`config.mk`:
```
export PLATFORM = sky130hd
export DESIGN_NAME = xerr_reporter
export DESIGN_NICKNAME = d
export VERILOG_FILES = /design/src/rtl/xerr_pkg.sv /design/src/rtl/xerr_ctrl.sv /design/src/rtl/xerr_dpath.sv /design/src/rtl/xerr_reporter.sv
export SDC_FILE = /design/constraint.sdc
export NUM_CORES = 1
export LEC_CHECK = 0
export BUFFER_PORTS_ARGS = -buffer_cell sky130_fd_sc_hd__buf_2
export CAP_MARGIN = 40
export CORE_UTILIZATION = 52
export CTS_CLUSTER_SIZE = 14
export DETAILED_ROUTE_END_ITERATION = 8
export GPL_ROUTABILITY_DRIVEN = 0
export PLACE_DENSITY = 0.81
export SLEW_MARGIN = 40
export SYNTH_ARGS = -nofsm -noshare
export SYNTH_HDL_FRONTEND = slang
export SYNTH_SLANG_ARGS = --single-unit
```
`constraint.sdc`:
```
create_clock -name clk -period 12.7 [get_ports clk]
set_input_delay 0.635 -clock clk [delete_from_list [all_inputs] [get_ports clk]]
set_output_delay 0.635 -clock clk [all_outputs]
set_load 0.1 [all_outputs]
```
`src/rtl/xerr_pkg.sv`:
```
package xerr_pkg;
  localparam int NUM_ERR = 2;
  localparam int IDX_W   = 1;
  localparam int ERR_SPLIT = 0;
  localparam int ERR_MPERR = 1;
  localparam int CFG_AW  = 4;

  localparam logic [CFG_AW-1:0] A_CTRL   = 4'd0;
  localparam logic [CFG_AW-1:0] A_BUSSTS = 4'd1;
  localparam logic [CFG_AW-1:0] A_DEVSTS = 4'd2;
  localparam logic [CFG_AW-1:0] A_UESTS  = 4'd3;
  localparam logic [CFG_AW-1:0] A_UEMASK = 4'd4;
  localparam logic [CFG_AW-1:0] A_UESEV  = 4'd5;
  localparam logic [CFG_AW-1:0] A_PTR    = 4'd6;
  localparam int A_HDR0 = 8;

  localparam int C_PERR = 0;
  localparam int C_SYSERR = 1;
  localparam int C_FATAL = 2;
  localparam int C_NONFATAL = 3;
  localparam int B_MDPE = 0;
  localparam int B_SSE = 1;
  localparam int D_FATAL = 0;
  localparam int D_NONFATAL = 1;

  typedef struct packed {
    logic [NUM_ERR-1:0] setUe;
    logic               logHdr;
    logic [IDX_W-1:0]   logIdx;
    logic               setMdpe;
    logic               setSse;
    logic               setFatal;
    logic               setNonFatal;
    logic               perr;
    logic               poison;
    logic               msgFatal;
    logic               msgNonFatal;
  } strobe_t;
endpackage

```
`src/rtl/xerr_ctrl.sv`:
```
module xerr_ctrl
  import xerr_pkg::*;
(
  input  logic               splitErr,
  input  logic               mstPerr,
  input  logic               cplPoisoned,
  input  logic               perrRespEn,
  input  logic               sysErrEn,
  input  logic               fatalRptEn,
  input  logic               nonFatalRptEn,
  input  logic [NUM_ERR-1:0] ueMask,
  input  logic [NUM_ERR-1:0] ueSev,
  input  logic               ptrFree,
  output strobe_t            stb
);
  logic [NUM_ERR-1:0] evt;
  logic [NUM_ERR-1:0] rptOk;
  logic [NUM_ERR-1:0] elig;
  logic [IDX_W-1:0]   firstIdx;
  logic               anyFatalMsg;

  always_comb begin
    evt = '0;
    evt[ERR_SPLIT] = splitErr;
    evt[ERR_MPERR] = mstPerr && !cplPoisoned;
    for (int i = 0; i < NUM_ERR; i++) begin
      rptOk[i] = sysErrEn || (ueSev[i] ? fatalRptEn : nonFatalRptEn);
      elig[i]  = evt[i] && !ueMask[i];
    end
    firstIdx = '0;
    for (int i = NUM_ERR - 1; i >= 0; i--) begin
      if (elig[i]) firstIdx = IDX_W'(i);
    end
  end

  assign anyFatalMsg = |(elig & rptOk & ueSev);

  always_comb begin
    stb             = '0;
    stb.setUe       = evt;
    stb.logHdr      = (|elig) && ptrFree;
    stb.logIdx      = firstIdx;
    stb.setMdpe     = splitErr && perrRespEn;
    stb.perr        = splitErr && perrRespEn;
    stb.poison      = splitErr;
    stb.msgFatal    = anyFatalMsg;
    stb.msgNonFatal = (|(elig & rptOk & ~ueSev)) && !anyFatalMsg;
    stb.setSse      = (stb.msgFatal || stb.msgNonFatal) && sysErrEn;
    stb.setFatal    = |(evt & ueSev);
    stb.setNonFatal = |(evt & ~ueSev);
  end
endmodule

```
`src/rtl/xerr_dpath.sv`:
```
module xerr_dpath
  import xerr_pkg::*;
#(
  parameter int WORD_W    = 32,
  parameter int HDR_WORDS = 4,
  localparam int HDR_W    = WORD_W * HDR_WORDS
) (
  input  logic               clk,
  input  logic               rstN,
  input  strobe_t            stb,
  input  logic [HDR_W-1:0]   evtHdr,
  input  logic               cfgWe,
  input  logic [CFG_AW-1:0]  cfgAddr,
  input  logic [WORD_W-1:0]  cfgWdata,
  output logic [WORD_W-1:0]  cfgRdata,
  output logic               perrRespEn,
  output logic               sysErrEn,
  output logic               fatalRptEn,
  output logic               nonFatalRptEn,
  output logic [NUM_ERR-1:0] ueMask,
  output logic [NUM_ERR-1:0] ueSev,
  output logic               ptrFree,
  output logic               ptrValid,
  output logic               perrOut,
  output logic               poisonOut,
  output logic               msgFatal,
  output logic               msgNonFatal
);
  logic [3:0]         ctrlReg;
  logic [1:0]         busSts;
  logic [1:0]         devSts;
  logic [NUM_ERR-1:0] ueSts;
  logic [IDX_W-1:0]   ptrIdx;
  logic [WORD_W-1:0]  hdrLog [HDR_WORDS];
  logic [NUM_ERR-1:0] ueClr;
  logic [1:0]         busClr;
  logic [1:0]         devClr;
  logic               unusedWdata;

  assign unusedWdata = ^cfgWdata;

  assign perrRespEn    = ctrlReg[C_PERR];
  assign sysErrEn      = ctrlReg[C_SYSERR];
  assign fatalRptEn    = ctrlReg[C_FATAL];
  assign nonFatalRptEn = ctrlReg[C_NONFATAL];

  assign ueClr  = (cfgWe && cfgAddr == A_UESTS)  ? cfgWdata[NUM_ERR-1:0] : '0;
  assign busClr = (cfgWe && cfgAddr == A_BUSSTS) ? cfgWdata[1:0] : '0;
  assign devClr = (cfgWe && cfgAddr == A_DEVSTS) ? cfgWdata[1:0] : '0;
  assign ptrFree = !ptrValid || ueClr[ptrIdx];

  always_ff @(posedge clk) begin
    if (!rstN) begin
      ctrlReg <= '0;
      ueMask  <= '0;
      ueSev   <= '0;
    end else if (cfgWe) begin
      if (cfgAddr == A_CTRL)   ctrlReg <= cfgWdata[3:0];
      if (cfgAddr == A_UEMASK) ueMask  <= cfgWdata[NUM_ERR-1:0];
      if (cfgAddr == A_UESEV)  ueSev   <= cfgWdata[NUM_ERR-1:0];
    end
  end

  always_ff @(posedge clk) begin
    if (!rstN) begin
      busSts <= '0;
      devSts <= '0;
      ueSts  <= '0;
    end else begin
      ueSts          <= (ueSts & ~ueClr) | stb.setUe;
      busSts[B_MDPE] <= (busSts[B_MDPE] && !busClr[B_MDPE]) || stb.setMdpe;
      busSts[B_SSE]  <= (busSts[B_SSE] && !busClr[B_SSE]) || stb.setSse;
      devSts[D_FATAL]    <= (devSts[D_FATAL] && !devClr[D_FATAL]) || stb.setFatal;
      devSts[D_NONFATAL] <= (devSts[D_NONFATAL] && !devClr[D_NONFATAL]) || stb.setNonFatal;
    end
  end

  always_ff @(posedge clk) begin
    if (!rstN) begin
      ptrValid <= 1'b0;
      ptrIdx   <= '0;
    end else if (stb.logHdr) begin
      ptrValid <= 1'b1;
      ptrIdx   <= stb.logIdx;
    end else if (ptrValid && ueClr[ptrIdx]) begin
      ptrValid <= 1'b0;
    end
  end

  for (genvar g = 0; g < HDR_WORDS; g++) begin : g_hdr
    always_ff @(posedge clk) begin
      if (!rstN) hdrLog[g] <= '0;
      else if (stb.logHdr) hdrLog[g] <= evtHdr[g*WORD_W +: WORD_W];
    end
  end

  always_ff @(posedge clk) begin
    if (!rstN) begin
      perrOut     <= 1'b0;
      poisonOut   <= 1'b0;
      msgFatal    <= 1'b0;
      msgNonFatal <= 1'b0;
    end else begin
      perrOut     <= stb.perr;
      poisonOut   <= stb.poison;
      msgFatal    <= stb.msgFatal;
      msgNonFatal <= stb.msgNonFatal;
    end
  end

  always_comb begin
    cfgRdata = '0;
    case (cfgAddr)
      A_CTRL:   cfgRdata[3:0] = ctrlReg;
      A_BUSSTS: cfgRdata[1:0] = busSts;
      A_DEVSTS: cfgRdata[1:0] = devSts;
      A_UESTS:  cfgRdata[NUM_ERR-1:0] = ueSts;
      A_UEMASK: cfgRdata[NUM_ERR-1:0] = ueMask;
      A_UESEV:  cfgRdata[NUM_ERR-1:0] = ueSev;
      A_PTR: begin
        cfgRdata[IDX_W-1:0] = ptrIdx;
        cfgRdata[WORD_W-1]  = ptrValid;
      end
      default: begin
        for (int w = 0; w < HDR_WORDS; w++) begin
          if (cfgAddr == CFG_AW'(A_HDR0 + w)) cfgRdata = hdrLog[w];
        end
      end
    endcase
  end
endmodule

```
`src/rtl/xerr_reporter.sv`:
```
module xerr_reporter
  import xerr_pkg::*;
#(
  parameter int WORD_W    = 32,
  parameter int HDR_WORDS = 4,
  localparam int HDR_W    = WORD_W * HDR_WORDS
) (
  input  logic              clk,
  input  logic              rstN,
  input  logic              splitDataErr,
  input  logic              masterPerr,
  input  logic              cplPoisoned,
  input  logic [HDR_W-1:0]  evtHdr,
  input  logic              cfgWe,
  input  logic [CFG_AW-1:0] cfgAddr,
  input  logic [WORD_W-1:0] cfgWdata,
  output logic [WORD_W-1:0] cfgRdata,
  output logic              perrOut,
  output logic              poisonOut,
  output logic              msgFatal,
  output logic              msgNonFatal
);
  strobe_t            stb;
  logic               perrRespEn;
  logic               sysErrEn;
  logic               fatalRptEn;
  logic               nonFatalRptEn;
  logic [NUM_ERR-1:0] ueMask;
  logic [NUM_ERR-1:0] ueSev;
  logic               ptrFree;
  logic               logPtrValid;

  xerr_ctrl u_ctrl (
    .splitErr(splitDataErr), .mstPerr(masterPerr), .cplPoisoned(cplPoisoned),
    .perrRespEn(perrRespEn), .sysErrEn(sysErrEn), .fatalRptEn(fatalRptEn),
    .nonFatalRptEn(nonFatalRptEn), .ueMask(ueMask), .ueSev(ueSev),
    .ptrFree(ptrFree), .stb(stb)
  );

  xerr_dpath #(.WORD_W(WORD_W), .HDR_WORDS(HDR_WORDS)) u_dpath (
    .clk(clk), .rstN(rstN), .stb(stb), .evtHdr(evtHdr),
    .cfgWe(cfgWe), .cfgAddr(cfgAddr), .cfgWdata(cfgWdata), .cfgRdata(cfgRdata),
    .perrRespEn(perrRespEn), .sysErrEn(sysErrEn), .fatalRptEn(fatalRptEn),
    .nonFatalRptEn(nonFatalRptEn), .ueMask(ueMask), .ueSev(ueSev),
    .ptrFree(ptrFree), .ptrValid(logPtrValid),
    .perrOut(perrOut), .poisonOut(poisonOut),
    .msgFatal(msgFatal), .msgNonFatal(msgNonFatal)
  );
endmodule

```
==> impl_metrics.ini <==
[sta]
fin_crit_sh_pct = 24.7
setup_viol = 0
hold_ws_ns = 0.470
relSlewSlack_pct = 46.4
final_hold_viol_count = 0
period_minus_slack_ns = 3.14
worst_slew_pin_slew_ns = 0.804
max_freq_mhz = 319
setup_tns_ns = 0
drv_slew = 0
clock-skew-final_ns = 0.00595
rsz0062_at_grt = false

[clock_tree]
holdBufCountCts = 0
cts_tree = done
cts_buffers = 17
clk_latency_ns = 0.42
clkTransAtPathRegs_ns = 0.05
clkSinkCount = 148
htree_levels = 4
cts_setup_buffers = 0
cts_root_buf = clkbuf_16
postCtsResizedCells = 0
cts_max_path_buffers = 2

[cells_and_area]
finish.utilization_pct = 65.9
areaGrowthSynthToFinish_pct = 23.7
design_area_sq_mm = 0.00832
drive_gt1_share_pct = 39.0
nNetsFinal = 806
diodes = 0

[routing]
vias = 4277
drc = 0
wire_per_inst_um = 16.2
antenna_left = 0
viasPerCell = 5.21
first_iter_violations = 351
wl_um = 13300
first_pass_iters = 6

[logic_synthesis]
synth_fp_nets = 635
synth_cell_types = 40
yosys_warnings = 0
synth-seq-cells = 148
synth.avg_cell_area_sq_um = 14.5
syn_inst = 465
synthesis.area_sq_mm = 0.00673
ys_seq_area_share_pct = 63.1

[power]
power_density_mw_per_mm2 = 145
leakage_uw = 0.00349
vdd_drop_max_uv = 85.6

[global_route]
grt_max_degree = 88
grt_first_pass_wirelength_um = 20500
first_global_vias = 4167
antenna_found_initial = 0
overflow = 0
grt_use_total_pct = 21.1

[floorplan]
initial_core_util_pct = 53.3
rows = 41
die_y_um = 116
num_io_pins = 206
core_sq_mm = 0.0126
dieArea_sq_mm = 0.0134
die_w_um = 116

[setup_path]
reg2reg_to = u_dpath.hdrLog[1][12]
required_ns = 12.06
arrival_ns = 2.50
reg2reg_depth = 5
reg2reg_from = u_dpath.ueMask[1]
criticalPathCategory = in2out
endpoint_kind = output port
start_kind = input pin
crit_fanout = 45
r2r_slack_ns = 9.85
cp-startpoint = cfgAddr[0]

[min_path]
whs_path_depth = 3
hp-start = cfgWdata[2]
hold_class = in2reg
min_to = u_dpath.ctrlReg[2]

[place]
postPlaceCellArea_sq_mm = 0.00775
dp_hpwl_um = 8740
port_buffers = 177

[outcome]
status = finished, final reports clean

[run]
drv_cap = 0
==> state kept, by name, indices dropped and copies added, names as in the netlist <==
register,flops
u_dpath.ptrIdx,1
u_dpath.devSts,2
u_dpath.busSts,2
u_dpath.ctrlReg,4
u_dpath.msgNonFatal,1
u_dpath.hdrLog,128
u_dpath.poisonOut,1
u_dpath.ptrValid,1
u_dpath.perrOut,1
u_dpath.ueMask,2
u_dpath.msgFatal,1
u_dpath.ueSts,2
u_dpath.ueSev,2
==> worst max-delay path, stage by stage <==
cell and delay, ns:
buf_2 0.09, buf_6 0.45, mux4_2 0.56, nor2b_1 0.17, a21oi_1 0.20, nand2_1 0.09, buf_2 0.29
==> stage by stage <==
stage | total power, uW | cells | worst slack (ns)
floorplan | 705 | 465 | 1.46
global placement | 733 | 788 | 8.77
detailed placement | 740 | 789 | 9.17
CTS | 1220 | 821 | 9.34
global route | 1250 | 821 | 9.31
finish | 1210 | 821 | 9.56
==> layout by cell type (no fill, tap or decap), types with 4 or more instances in the layout <==
cell type	Yosys	routed
buf_2	5	177
and2_1	129	129
edfxtp_1	128	128
nor2b_1	34	34
mux4_2	32	32
dfxtp_1	20	20
clkbuf_16	0	17
nor2_1	15	15
mux2i_1	12	12
nand2_1	10	10
a21oi_1	9	9
clkinv_2	0	5
a21boi_0	4	4
buf_4	3	4
==> routing by layer <==
metal	share of wire (%)	vias to the layer above	track usage [%]
met3	6.2	19	5.02
met1	41	2043	26.7
li1	-	2037	-
met2	51	178	34.7
met5	0	-	0
met4	1.8	0	9.40
==> kinds of logic (layout without fill, tap and decap cells) <==
kind of cell | after synthesis | after routing | share of synthesized area, %
compound gates | 34 | 34 | 3.44
buf+inv | 32 | 216 | 2.23
simple gates | 204 | 204 | 18.2
mux | 47 | 47 | 13.0
flops | 148 | 148 | 63.1
==> where the power goes <==
part | internal [uW] | total [uW] | switching (uW)
Combinational | 56.9 | 146 | 89.2
Clock | 288 | 478 | 190
Sequential | 572 | 582 | 10.6
Total | 917 | 1210 | 290
==> Yosys cell counts (all sizes together) <==
master	instances	share of area (%)
a31o	1	0.13
nand4	2	0.19
a211oi	2	0.22
and3	2	0.19
a32oi	1	0.13
o2bb2ai	1	0.13
nand2	10	0.56
nor4b	1	0.13
nand2b	1	0.093
o31a	2	0.26
nand3b	2	0.22
nor3b	2	0.22
o211ai	2	0.22
mux2i	12	1.8
inv	1	0.056
dfxtp	20	6.0
o22ai	1	0.093
mux2	3	0.50
buf	10	0.82
o21ai	4	0.30
o31ai	1	0.11
edfxtp	128	57
or3b	1	0.17
nor2b	34	3.2
mux4	32	11
a22o	1	0.13
and2	129	12
clkbuf	21	1.4
o311ai	1	0.13
nand3	3	0.22
a21oi	9	0.67
nor2	15	0.84
a21boi	4	0.45
o21a	3	0.33
o221ai	1	0.13
nor3	2	0.22
==> worst max path at each step <==
stage | to | slack [ns]
global route | cfgRdata[0] | 9.31
floorplan | u_dpath.hdrLog[0][0] | 1.46
global placement | u_dpath.hdrLog[2][14] | 8.77
finish | cfgRdata[1] | 9.56
detailed placement | u_dpath.hdrLog[0][19] | 9.17
CTS | cfgRdata[31] | 9.34
==> final cells by class <==
| class | count | area, sq um |
|---|---|---|
| multi-input cells | 285 | 2350 |
| clock buffers | 19 | 433 |
| inverters | 1 | 3.75 |
| fillers | 961 | 4300 |
| flip-flops and latches | 148 | 4240 |
| well taps | 172 | 215 |
| clock inverters | 13 | 135 |
| repair buffers | 183 | 938 |
(Power assumes the default switching activity.)
